**config.mk**
```make
export PLATFORM = sky130hd
export DESIGN_NAME = cfg_shift_latch
export DESIGN_NICKNAME = d
export VERILOG_FILES = /design/src/rtl/cfg_sl_pkg.sv /design/src/rtl/cfg_sl_sync.sv /design/src/rtl/cfg_sl_ctrl.sv /design/src/rtl/cfg_sl_shreg.sv /design/src/rtl/cfg_shift_latch.sv
export SDC_FILE = /design/constraint.sdc
export NUM_CORES = 1
export LEC_CHECK = 0
export ABC_AREA = 1
export BUFFER_PORTS_ARGS = -buffer_cell sky130_fd_sc_hd__buf_4
export CORE_ASPECT_RATIO = 1.5
export CORE_MARGIN = 8
export CORE_UTILIZATION = 40
export CTS_CLUSTER_SIZE = 28
export DETAILED_ROUTE_END_ITERATION = 8
export PLACE_DENSITY = 0.69
export SLEW_MARGIN = 15
export SYNTH_ARGS = -nofsm -noshare
export SYNTH_HDL_FRONTEND = slang
export SYNTH_SLANG_ARGS = --single-unit
```
**constraint.sdc**
```tcl
create_clock -name clk -period 1.5 [get_ports clk]
set_input_delay 0.15 -clock clk [delete_from_list [all_inputs] [get_ports clk]]
set_output_delay 0.15 -clock clk [all_outputs]
set_load 0.005 [all_outputs]
```
**src/rtl/cfg_sl_pkg.sv**
```systemverilog
package cfg_sl_pkg;

    typedef enum logic [1:0] {
        ST_IDLE   = 2'd0,
        ST_LOAD   = 2'd1,
        ST_COMMIT = 2'd2
    } ctrl_state_t;

    localparam int unsigned SYNC_STAGES = 2;

endpackage

```
**src/rtl/cfg_sl_sync.sv**
```systemverilog
module cfg_sl_sync #(
    parameter int unsigned BITS   = 3,
    parameter int unsigned STAGES = 2
) (
    input  logic            clk,
    input  logic            rst_n,
    input  logic [BITS-1:0] async_in,
    output logic [BITS-1:0] sync_out
);

    logic [BITS-1:0] chain_q [STAGES];

    for (genvar s = 0; s < STAGES; s++) begin : g_stage
        if (s == 0) begin : g_first
            always_ff @(posedge clk or negedge rst_n) begin
                if (!rst_n) chain_q[s] <= '0;
                else        chain_q[s] <= async_in;
            end
        end else begin : g_next
            always_ff @(posedge clk or negedge rst_n) begin
                if (!rst_n) chain_q[s] <= '0;
                else        chain_q[s] <= chain_q[s-1];
            end
        end
    end

    assign sync_out = chain_q[STAGES-1];

endmodule

```
**src/rtl/cfg_sl_ctrl.sv**
```systemverilog
module cfg_sl_ctrl
    import cfg_sl_pkg::*;
(
    input  logic clk,
    input  logic rst_n,
    input  logic sclk_s,
    input  logic en_s,
    output logic shift_en,
    output logic latch_en
);

    ctrl_state_t state_q, state_d;
    logic        sclk_prev_q;
    logic        sclk_rise;

    always_ff @(posedge clk or negedge rst_n) begin
        if (!rst_n) sclk_prev_q <= 1'b0;
        else        sclk_prev_q <= sclk_s;
    end

    assign sclk_rise = sclk_s & ~sclk_prev_q;

    always_ff @(posedge clk or negedge rst_n) begin
        if (!rst_n) state_q <= ST_IDLE;
        else        state_q <= state_d;
    end

    always_comb begin
        state_d = state_q;
        unique case (state_q)
            ST_IDLE:   if (en_s)  state_d = ST_LOAD;
            ST_LOAD:   if (!en_s) state_d = ST_COMMIT;
            ST_COMMIT: state_d = en_s ? ST_LOAD : ST_IDLE;
            default:   state_d = ST_IDLE;
        endcase
    end

    always_comb begin
        shift_en = 1'b0;
        latch_en = 1'b0;
        unique case (state_q)
            ST_IDLE:   ;
            ST_LOAD:   shift_en = en_s & sclk_rise;
            ST_COMMIT: latch_en = 1'b1;
            default:   ;
        endcase
    end

    // a commit lasts a single cycle and always follows a load
    p_commit_once_r6: assert property (@(posedge clk) disable iff (!rst_n)
        (state_q == ST_COMMIT) |=> (state_q != ST_COMMIT));
    p_commit_source_r6: assert property (@(posedge clk) disable iff (!rst_n)
        (state_q == ST_COMMIT) |-> ($past(state_q) == ST_LOAD));
    // never shift in the commit cycle
    p_no_shift_commit_r8: assert property (@(posedge clk) disable iff (!rst_n)
        latch_en |-> !shift_en);

endmodule

```
**src/rtl/cfg_sl_shreg.sv**
```systemverilog
module cfg_sl_shreg #(
    parameter int unsigned WIDTH = 22
) (
    input  logic             clk,
    input  logic             rst_n,
    input  logic             shift_en,
    input  logic             din,
    output logic [WIDTH-1:0] shreg_q,
    output logic             dout
);

    always_ff @(posedge clk or negedge rst_n) begin
        if (!rst_n)        shreg_q <= '0;
        else if (shift_en) shreg_q <= {shreg_q[WIDTH-2:0], din};
    end

    assign dout = shreg_q[WIDTH-1];

    // contents hold when no shift is requested
    p_hold_r5: assert property (@(posedge clk) disable iff (!rst_n)
        !shift_en |=> $stable(shreg_q));
    // a new bit enters at the bottom
    p_lsb_entry_r2: assert property (@(posedge clk) disable iff (!rst_n)
        shift_en |=> (shreg_q[0] == $past(din)));
    // older bits move towards the serial output
    p_out_order_r3: assert property (@(posedge clk) disable iff (!rst_n)
        shift_en |=> (dout == $past(shreg_q[WIDTH-2])));

endmodule

```
**src/rtl/cfg_shift_latch.sv**
```systemverilog
module cfg_shift_latch #(
    parameter int unsigned WIDTH = 22
) (
    input  logic             clk,
    input  logic             rst_n,
    input  logic             ser_clk,
    input  logic             ser_en,
    input  logic             ser_in,
    output logic             ser_out,
    output logic [WIDTH-1:0] cfg_word
);

    localparam int unsigned IN_BITS = 3;

    logic [IN_BITS-1:0] raw_in, sync_in;
    logic               shift_en, latch_en;
    logic [WIDTH-1:0]   shreg_q;

    assign raw_in = {ser_clk, ser_en, ser_in};

    cfg_sl_sync #(
        .BITS  (IN_BITS),
        .STAGES(cfg_sl_pkg::SYNC_STAGES)
    ) u_sync (
        .clk     (clk),
        .rst_n   (rst_n),
        .async_in(raw_in),
        .sync_out(sync_in)
    );

    cfg_sl_ctrl u_ctrl (
        .clk     (clk),
        .rst_n   (rst_n),
        .sclk_s  (sync_in[2]),
        .en_s    (sync_in[1]),
        .shift_en(shift_en),
        .latch_en(latch_en)
    );

    cfg_sl_shreg #(.WIDTH(WIDTH)) u_shreg (
        .clk     (clk),
        .rst_n   (rst_n),
        .shift_en(shift_en),
        .din     (sync_in[0]),
        .shreg_q (shreg_q),
        .dout    (ser_out)
    );

    always_ff @(posedge clk or negedge rst_n) begin
        if (!rst_n)        cfg_word <= '0;
        else if (latch_en) cfg_word <= shreg_q;
    end

    // the latch moves only on a commit
    p_latch_hold_r4: assert property (@(posedge clk) disable iff (!rst_n)
        !latch_en |=> $stable(cfg_word));
    // a commit copies the shift register
    p_latch_copy_r6: assert property (@(posedge clk) disable iff (!rst_n)
        latch_en |=> (cfg_word == $past(shreg_q)));

endmodule

```
==> impl_summary.md, run 1 <==
Clocking
After clock tree synthesis, the setup repair step added 0 buffers. The clock insertion delay at the later pin of the skew report is 300 ps. The number of buffers created by CTS is 5.

Clock-pin slew was measured on the worst setup and hold paths at 80 ps. The H-tree was split into 2 levels. Clock tree synthesis found a total of 53 sinks. TritonCTS built the clock tree. The number of buffers on the longest clock path is 2. The CTS root buffer is clkbuf_8.

Drt
The DRC marker count from the first detailed-route iteration is 78. The number of detailed-routing iterations run before antenna repair is 4. The number of vias in the routed layout is 1428. After detailed routing, the total wire length is 3650 µm.

The highest layer used for signal routing is met4. In the routed design, unresolved DRC markers number 0. After detailed routing, the average wire length per cell comes to 11.9 µm. The routed design uses 1810 µm of met2 wire.

In this run the remaining antenna-violating nets after routing total 0. In the detailed route, the total length drawn on met3 is 209 µm. After detailed routing, the number of vias per cell comes to 4.67. The routed metal-1 wire length is 1550 µm.

Die
In this run the core area contains 32 standard-cell rows. The full die area is 0.00768 mm². The horizontal die dimension is 74.3 µm.

After floorplanning, the core was sized to cover 0.00504 mm². The top-level port count is 28. Once the floorplan was initialized, standard cells occupied 40.4% of the core. From bottom edge to top edge, the die measures 103 µm.

Worst setup path
The critical path start-end classification is flip-flop to flip-flop. The standard cell with the maximum stage delay on the critical path is dfrtp_1. The signal on the critical path passes through nor2_8 > nand2_4 > nand2_1 > nand2_1. For the worst setup path, the data required time is 1690 ps. STA classifies the critical path startpoint as a flip-flop. In this design, the critical path's most frequently occurring cell is nand2_1. The kind of end point of the critical path is a flip-flop. For the worst setup path, the data arrival time is 1350 ps.

The largest single stage delay on the critical path is 470 ps. The largest fanout of any net on the critical path is 22.

Layout
The number of fill cells in the layout is 502. The utilization after layout is 48.2%. The antenna diode count is 0. The most frequent standard cell in the layout excluding fill and tap cells is nand2_1.

The share of layout cells above drive strength 1 is 18.5%. Compared with the post-synthesis result, the final layout area differs by 19.4%. The final net count is 242. The top cell types in the final layout, fill and taps aside, are 90 x nand2_1, 53 x dfrtp_1, 44 x nand3_1.

Placement
The post-DP HPWL is 2550 µm. Buffers placed on the I/O ports in this run total 27. The congestion estimate from routability-driven global placement came to 0.807.

Global route
Entering global routing, the biggest net connects 54 pins. The overall global routing resource usage is 10.8%. The initial antenna violation count is 0. The number of global-route vias before repair is 1373. The wire length of the first global-routing pass is 6390 µm. The overall overflow remaining after global route is 0.

Timing
The count of pins over their slew limit is 0. The final critical-path required period is 1160 ps. The highest clock rate is 860 MHz. Measured against its own limit, the worst slew margin works out to 57.0%. For the pin with the worst max-slew slack, the measured transition is 646 ps.

Dividing the final minimum period by the clock period gives 77.5%. On the final layout, the worst hold slack is 354 ps. The accumulated negative setup slack is 0 ps. Setup repair after global routing left no endpoint under its margin. The number of failing hold endpoints at the final stage is 0. Setup violations remaining at the end of the flow were counted as 0. The worst-case clock skew is 6.23 ps.

Synth
Of the synthesized area, sequential elements account for 65.1%. After synthesis the netlist holds a flip-flop and latch count of 53. Counting distinct cell types in the post-synthesis netlist gives 12. The synthesized area is 0.00204 mm². The number of synthesis warnings is 0. The synthesized instance count is 206. The net count of the mapped netlist is 211. A synthesized cell averages 9.89 µm².

Power and ir drop
Dividing total power by cell area gives a power density of 1120 mW/mm². The design draws 0.00272 W. VDD sags by at most 0.507 mV. Summed over all cells, the static leakage comes to 1.36 nW.

Status
The run finished with clean final reports.

Hold path
In this run the worst hold path is classified as flip-flop to flip-flop.

Run
The number of max-capacitance violations reported is 0.
-- routing by layer --
metal,up-vias,GRT usage [%]
met2,26,17.7
met4,0,5.45
li1,720,-
met5,-,0
met1,676,12.6
met3,6,2.80
-- logic make-up after synthesis --
kind of cell | share of synthesized area [%]
AO/OA/AOI/OAI | 0.369
AND/OR/NAND/NOR | 29.7
buffers and inverters | 4.79
flip-flops | 65.1
-- stage by stage --
stage / cells / worst slack [ps] / instance area, µm²
after floorplan: 206 / 484 / 2040
after global placement: 294 / 380 / 2280
after detailed placement: 294 / 347 / 2280
after CTS: 306 / 332 / 2430
after global routing: 306 / 210 / 2430
final: 306 / 338 / 2430
-- cells in the mapped netlist, drive strengths merged --
master,number,area [µm²]
nand2,91,349
nor2,2,31.3
nand3,44,220
inv,1,3.75
buf,13,93.8
a21boi,1,7.51
nor3,1,5.00
dfrtp,53,1330
-- worst max-delay path, delay by kind of cell, from the launching register on --
family	cells	cell delay, ps
flip-flops	1	470
AND/OR/NAND/NOR	4	580
-- final cells by class --
type                    count  area [µm²]  area share [%]
flip-flops and latches     53        1330            54.5
repair buffers             37         288            11.8
clock inverters             1        30.0            1.23
multi-input cells         139         613            25.2
well taps                  68        85.1            3.50
clock buffers               7        86.3            3.55
inverters                   1        3.75           0.154
-- worst paths after layout --
check / startpoint / to / slack (ps) / cells past startpoint
worst min-delay path: u_sync.chain_q[4] / u_sync.sync_out[1] / 350 / 0
max in group asynchronous: rst_n / u_shreg.shreg_q[20] / 650 / 2
worst max-delay path: u_ctrl.state_q[1] / u_shreg.shreg_q[17] / 340 / 4
min in group asynchronous: rst_n / u_shreg.shreg_q[3] / 410 / 2
worst max register to register: u_ctrl.state_q[1] / u_shreg.shreg_q[17] / 340 / 4
worst min register to register: u_sync.chain_q[4] / u_sync.sync_out[1] / 350 / 0
-- state kept, by name, indices dropped and copies added, names as in the netlist --
register / flops
cfg_word: 22
u_shreg.shreg_q: 22
u_sync.chain_q: 3
u_sync.sync_out: 3
u_ctrl.state_q: 2
u_ctrl.sclk_prev_q: 1
-- what timing repair did --
item | 4_1_cts | 5_1_grt
resized for setup | 0 | 0
hold buffers | 4 | 0
hold endpoints to repair | 56 | 0
-- power breakdown --
| group | switching, W | total [W] | internal [W] |
|---|---|---|---|
| Combinational | 0.000125 | 0.000210 | 0.0000850 |
| Sequential | 0.0000459 | 0.00154 | 0.00149 |
| Clock | 0.000423 | 0.000967 | 0.000544 |
| Total | 0.000593 | 0.00272 | 0.00212 |
(Power assumes the default switching activity.)
==> run 2: changes to the inputs <==
--- a/config.mk
+++ b/config.mk
@@ -12,7 +12,7 @@
 export CORE_UTILIZATION = 40
 export CTS_CLUSTER_SIZE = 28
 export DETAILED_ROUTE_END_ITERATION = 8
-export PLACE_DENSITY = 0.69
+export PLACE_DENSITY = 0.71
 export SLEW_MARGIN = 15
 export SYNTH_ARGS = -nofsm -noshare
 export SYNTH_HDL_FRONTEND = slang
==> constraint.sdc (replaced) <==
create_clock -name clk -period 1 [get_ports clk]
set_input_delay 0.1 -clock clk [delete_from_list [all_inputs] [get_ports clk]]
set_output_delay 0.1 -clock clk [all_outputs]
set_load 0.005 [all_outputs]
==> impl_summary.md, run 2 (same netlist as run 1, synthesis figures left out) <==
Status
The checks that failed: setup timing. The flow ran to the end, but the final reports show violations.

Power and ir drop
Summed over all cells, the static leakage comes to 1.41 nW. The maximum ir drop on the vdd rail is 0.707 mV. In this run the power density over the cells is 1500 mW/mm². The total power consumption of the routed design is 0.00385 W.

Timing
The highest clock rate is 940 MHz. Setup violations remaining at the end of the flow were counted as 44. The count of pins over their slew limit is 0.

The worst pin sits at a relative slew slack of 81.7%. The number of failing hold endpoints at the final stage came to 0. Clock skew on the completed layout was measured at 7.61 ps. The measured slew at the worst slew-check pin is 274 ps. The part of the cycle the worst path needs is 106%.

The final critical-path required period is 1060 ps. Setup repair after global routing could not meet its margin everywhere. The worst setup slack after layout is -64.2 ps.

Drt
The per-cell via count in the routed design is 4.74. Once detail routing completed, the nets flagged for antenna violations numbered 0. The DRC marker count from the first detailed-route iteration is 92.

The total wire length after detailed routing is 3840 µm. After detailed routing, the average wire length per cell comes to 12.2 µm. In the routed design, unresolved DRC markers number 0.

Across all layers, the routed design uses 1493 vias. The number of detailed-routing iterations run before antenna repair is 4.

Worst setup path
The worst-case reg-to-reg path depth is 4. STA puts the critical path data required time at 1240 ps. The startpoint type of the worst setup path is a flip-flop. The signal arrival time at the worst endpoint is 1310 ps. The source of the critical timing path is u_ctrl.state_q[1]. The worst setup path is captured at a flip-flop. The worst setup path is of the flip-flop to flip-flop kind. In this run the worst path has a maximum fanout of 10. The startpoint of the worst register-to-register path is u_ctrl.state_q[1].

Layout
Leaving out fill and tap cells, the most frequent cells in the layout are 88 x nand2_1, 52 x dfrtp_1, 44 x nand3_1. The most frequent standard cell in the layout excluding fill and tap cells is nand2_1. 0 antenna diodes ended up in the layout. The largest registers in the layout are cfg_word: 22 flops, u_shreg.shreg_q: 22 flops. The share of layout cells above drive strength 1 is 22.7%. The number of fill cells in the layout is 494. The final layout contains 251 nets. The area added between synthesis and finish is 26.1%. The multi-input combinational cells in the finished layout cover a total of 638 µm². The utilization after layout is 50.9%. The sequential cell area is 0.00133 mm².

Die
The floorplan row count is 32. The floorplan step defined a core boundary enclosing 0.00504 mm². In this run the vertical extent of the chip is 103 µm. The top-level port count is 28.

The starting utilization of the core area is 40.4%. The die is 74.3 µm wide. The full die area is 0.00768 mm².

Run
Max-cap violations in this run came to 0.

Clocking
The clock slew at the register clock pins of the worst setup and hold paths is 90 ps. The CTS root buffer is clkbuf_8. The later pin in the worst-skew pair is clocked with a latency of 310 ps. CTS built an H-tree with a depth of 2.

The number of buffers on the longest clock path is 2. TritonCTS built the clock tree. The tree built by TritonCTS fans out to 53 sinks. Buffers inserted during clock tree synthesis total 5.

Global route
For this run, the total global-route usage over all layers was measured as 10.6%. The number of global-route vias before repair is 1424. Entering global routing, the biggest net connects 23 pins. The wire length of the first global-routing pass is 6410 µm. The initial antenna violation count is 0. After global routing the overflow that remains totals 0.

Placement
The total of buffers placed on input and output ports is 27. After legalization and detailed placement, the total HPWL measured 2570 µm. The routability congestion estimate is 0.769.

At the placement stage, the worst setup path has a slack of -60.7 ps.

Hold path
The class of the worst hold path is input pin to asynchronous set/reset pin.
[run 2: changes by cell type in the layout (fill, tap and decap cells not counted), sizes merged]
cell,previous run,this run
buf,33,41
bufinv,1,0
clkbuf,7,6
clkinv,0,2
nand2,91,92
[run 2: stage by stage]
stage	area (µm²)	hold WS, ps	instances	setup TNS [ps]
3_3_place_gp	2330	0.558	298	-106
5_1_grt	2570	232	315	-4080
4_1_cts	2460	209	310	-753
2_1_floorplan	2040	-196	206	0
3_5_place_dp	2330	1.01	298	-1450
6_report	2570	199	315	-1170
[run 2: where the power goes]
part / switching, W / internal [W]
sequential: 0.0000713 / 0.00224
clock: 0.000657 / 0.000486
combinational: 0.000212 / 0.000186
total: 0.000940 / 0.00291
[run 2: path summary, 6_finish.rpt]
| check | slack (ps) | endpoint |
|---|---|---|
| max | -60 | u_shreg.shreg_q[12] |
| min in group clk | 360 | u_sync.sync_out[1] |
| min | 200 | cfg_word[4] |
| min reg2reg | 360 | u_sync.sync_out[1] |
| max reg2reg | -60 | u_shreg.shreg_q[12] |
| max in group asynchronous | 340 | cfg_word[19] |
[run 2: cell type report]
class | instances | area share [%]
multi-input cells | 140 | 24.8
well taps | 68 | 3.31
clock buffers | 6 | 2.83
flip-flops and latches | 53 | 51.7
clock inverters | 2 | 0.390
inverters | 1 | 0.146
repair buffers | 45 | 16.8
[run 2: metal layers]
layer	share of wire, %	track usage [%]	vias to the layer above
met4	2.4	4.09	0
met5	0	0	-
met1	41	11.9	716
li1	-	-	744
met2	51	18.3	24
met3	5.6	3.28	9
[run 2: worst max-delay path, cell delays in order, from the launching register on]
cell	delay [ps]
dfrtp_2	470
nor2_8	210
buf_6	160
nand3_1	90
nand2_1	80
[run 2: timing repair]
item | CTS | global route
hold buffers | 4 | 0
cloned | 0 | 2
pin swaps | 0 | 3
endpoints found under the hold margin | 56 | 0
setup endpoints to repair | 44 | 45
gates resized for setup | 3 | 14
buffers inserted | 0 | 3
==> run 3: changes to the inputs <==
--- a/config.mk
+++ b/config.mk
@@ -7,7 +7,7 @@
 export LEC_CHECK = 0
 export ABC_AREA = 1
 export BUFFER_PORTS_ARGS = -buffer_cell sky130_fd_sc_hd__buf_4
-export CORE_ASPECT_RATIO = 1.5
+export CORE_ASPECT_RATIO = 0.5
 export CORE_MARGIN = 8
 export CORE_UTILIZATION = 40
 export CTS_CLUSTER_SIZE = 28
==> impl_summary.md, run 3 (same netlist as run 1, synthesis figures left out) <==
Status
The run finished, with violations left. The final reports fail on setup timing.

Worst setup path
For this design, the slowest cell found on the critical path is dfrtp_2. The startpoint of the worst register-to-register path is u_ctrl.state_q[1]. The critical path crosses 4 cells after its start point. The source of the critical timing path is u_ctrl.state_q[1]. The critical path goes through nor2_8 > nand2_8 > nand2_1 > nand2_1.

The critical path start-end classification is flip-flop to flip-flop. The reg-to-reg critical path endpoint is u_shreg.shreg_q[15]. The startpoint type of the worst setup path is a flip-flop. The largest fanout of any net on the critical path is 11. The largest stage delay on the critical path is 460 ps. STA classifies the critical path endpoint as a flip-flop. Counting both buffers and inverters, the worst setup path holds a total of 0. The worst setup path endpoint is u_shreg.shreg_q[15].

The cell class contributing the biggest share of worst-path delay is simple AND/OR/NAND/NOR gates. The signal arrival time at the worst endpoint is 1320 ps. For the worst setup path, the data required time is 1200 ps.

Counting cells, the worst reg-to-reg path comes to 4. For flop-to-flop paths, the worst setup slack is -120 ps. In this design, the critical path's most frequently occurring cell is nand2_1.

Timing
Once routing completed, OpenROAD measured the worst setup slack at -120 ps. The worst max-slew margin expressed relative to the limit is 81.7%. The number of failing hold endpoints at the final stage is 0. The tightest hold path in the finished design has a slack of 306 ps.

The count of pins over their slew limit is 0. The measured slew at the worst slew-check pin is 275 ps. Timing would allow up to 893 MHz. The number of setup violations in the final report is 44.

The clock arrives with 7.40 ps of skew. After layout, the worst path uses 112% of the clock period. The smallest clock period supported by the final layout is computed as 1120 ps.

Setup repair after global routing could not meet its margin everywhere.

Die
The core outline area is 0.00491 mm². The starting utilization of the core area is 41.5%. The die is 117 µm wide.

The full die area is 0.00777 mm². The top-level port count is 28. The height of the die is 66.5 µm. The floorplan row count is 18.

Global route
The wire length of the first global-routing pass is 7490 µm. The number of global-route vias before repair is 1595. The initial antenna violation count came to 0. The overall overflow remaining after global route is 0. Global routing used 12.7% of the available tracks. The largest net degree at the start of global routing is 54.

Power and ir drop
The ratio of total power to cell area is 1500 mW/mm². After layout, the design draws a total of 0.00407 W. For this design the static power due to leakage is 1.45 nW.

The maximum ir drop on the vdd rail is 0.680 mV.

Layout
The utilization after layout is 55.5%. The largest registers in the layout are cfg_word: 22 flops, u_shreg.shreg_q: 22 flops. The sequential cell area is 0.00133 mm². At the end of the flow, the number of nets in the layout was 257. The most frequent standard cell in the layout excluding fill and tap cells is nand2_1. The area added between synthesis and finish is 33.7%.

The layout has 411 filler cells. In the final layout, the multi-input gates occupy 717 µm². The library cells used most frequently in the layout, excluding fill and tap cells, are 87 x nand2_1, 52 x dfrtp_1, 34 x buf_4. Summing all non-filler instances in the final layout gives an area of 0.00272 mm². The share of layout cells above drive strength 1 is 30.0%.

The antenna diode count is 0.

Placement
The cell area after placement is 0.00234 mm². The post-DP HPWL is 2720 µm. Timing analysis after detailed placement gives a worst setup slack of -56.0 ps. The total of buffers placed on input and output ports is 27.

At the end of routability-driven placement, the weighted congestion stood at 0.776.

Drt
The DRC violations left is 0. The number of vias in the routed layout is 1594. The number of detailed-routing iterations run before antenna repair is 4. The average wire length per cell after detail routing is 14.4 µm. The routed design has 4670 µm of wire. After the first detailed-routing iteration, the DRC count stood at 111. The per-cell via count in the routed design is 4.93.

The remaining antenna violation count is 0.

Clocking
For this design, the sink count on the clock tree is 53. The number of buffers on the longest clock path is 2. The clock slew at the register clock pins of the worst setup and hold paths is 90 ps. The CTS root buffer is clkbuf_8.

The depth of the CTS H-tree is 2. The TritonCTS clock tree is yes. The number of buffers created by CTS is 5.

The clock insertion delay at the later pin of the skew report is 310 ps.

Hold path
The worst hold path belongs to the class input pin to asynchronous set/reset pin.

Run
The number of max-capacitance violations reported is 0.
## run 3: cell types whose count changed in the layout (fill, tap and decap cells not counted), sizes merged
cell,change
buf,+5
clkinv,-1
clkbuf,+2
## run 3: cell type report
type                            instances  share of cell area, %
Clock buffer                            7                   3.54
Inverter                                1                  0.138
Timing Repair Buffer                   51                   17.8
Clock inverter                          1                  0.184
Tap cell                               70                   3.22
Sequential cell                        53                   48.8
Multi-Input combinational cell        140                   26.3
## run 3: how the worst min path moves through the flow
stage | from | endpoint | depth (start not counted)
2_1_floorplan | rst_n | cfg_word[0] | 0
3_3_place_gp | rst_n | u_sync.chain_q[4] | 2
3_5_place_dp | rst_n | cfg_word[19] | 2
4_1_cts | rst_n | cfg_word[19] | 3
5_1_grt | rst_n | u_shreg.shreg_q[15] | 3
6_report | rst_n | cfg_word[18] | 3
## run 3: tightest hold or removal path: cells and delay by family
kind	cells	cell delay, ps
buffers and inverters	3	900
## run 3: power by group
part | internal [W] | switching (W) | total (W)
logic | 0.000208 | 0.000248 | 0.000456
registers | 0.00224 | 0.0000733 | 0.00231
clock network | 0.000626 | 0.000676 | 0.00130
## run 3: per-layer routing
metal,vias up,global-route usage (%),part of all wire [%]
li1,756,-,-
met1,774,15.0,41
met2,52,20.8,49
met3,12,3.25,6.1
met4,0,7.27,3.1
met5,-,0,0
## run 3: per-stage QoR
stage / std cells / setup TNS [ps]
3_3_place_gp: 303 / 0
6_report: 323 / -3070
4_1_cts: 320 / -1420
5_1_grt: 323 / -5550
3_5_place_dp: 303 / -812
2_1_floorplan: 206 / 0
## run 3: timing repair
item	in CTS	in global routing
gates cloned	3	1
hold endpoints to repair	56	0
resized for setup	16	18
setup endpoints to repair	39	44
setup buffers	2	2
pin swaps	14	4
hold buffers	4	0
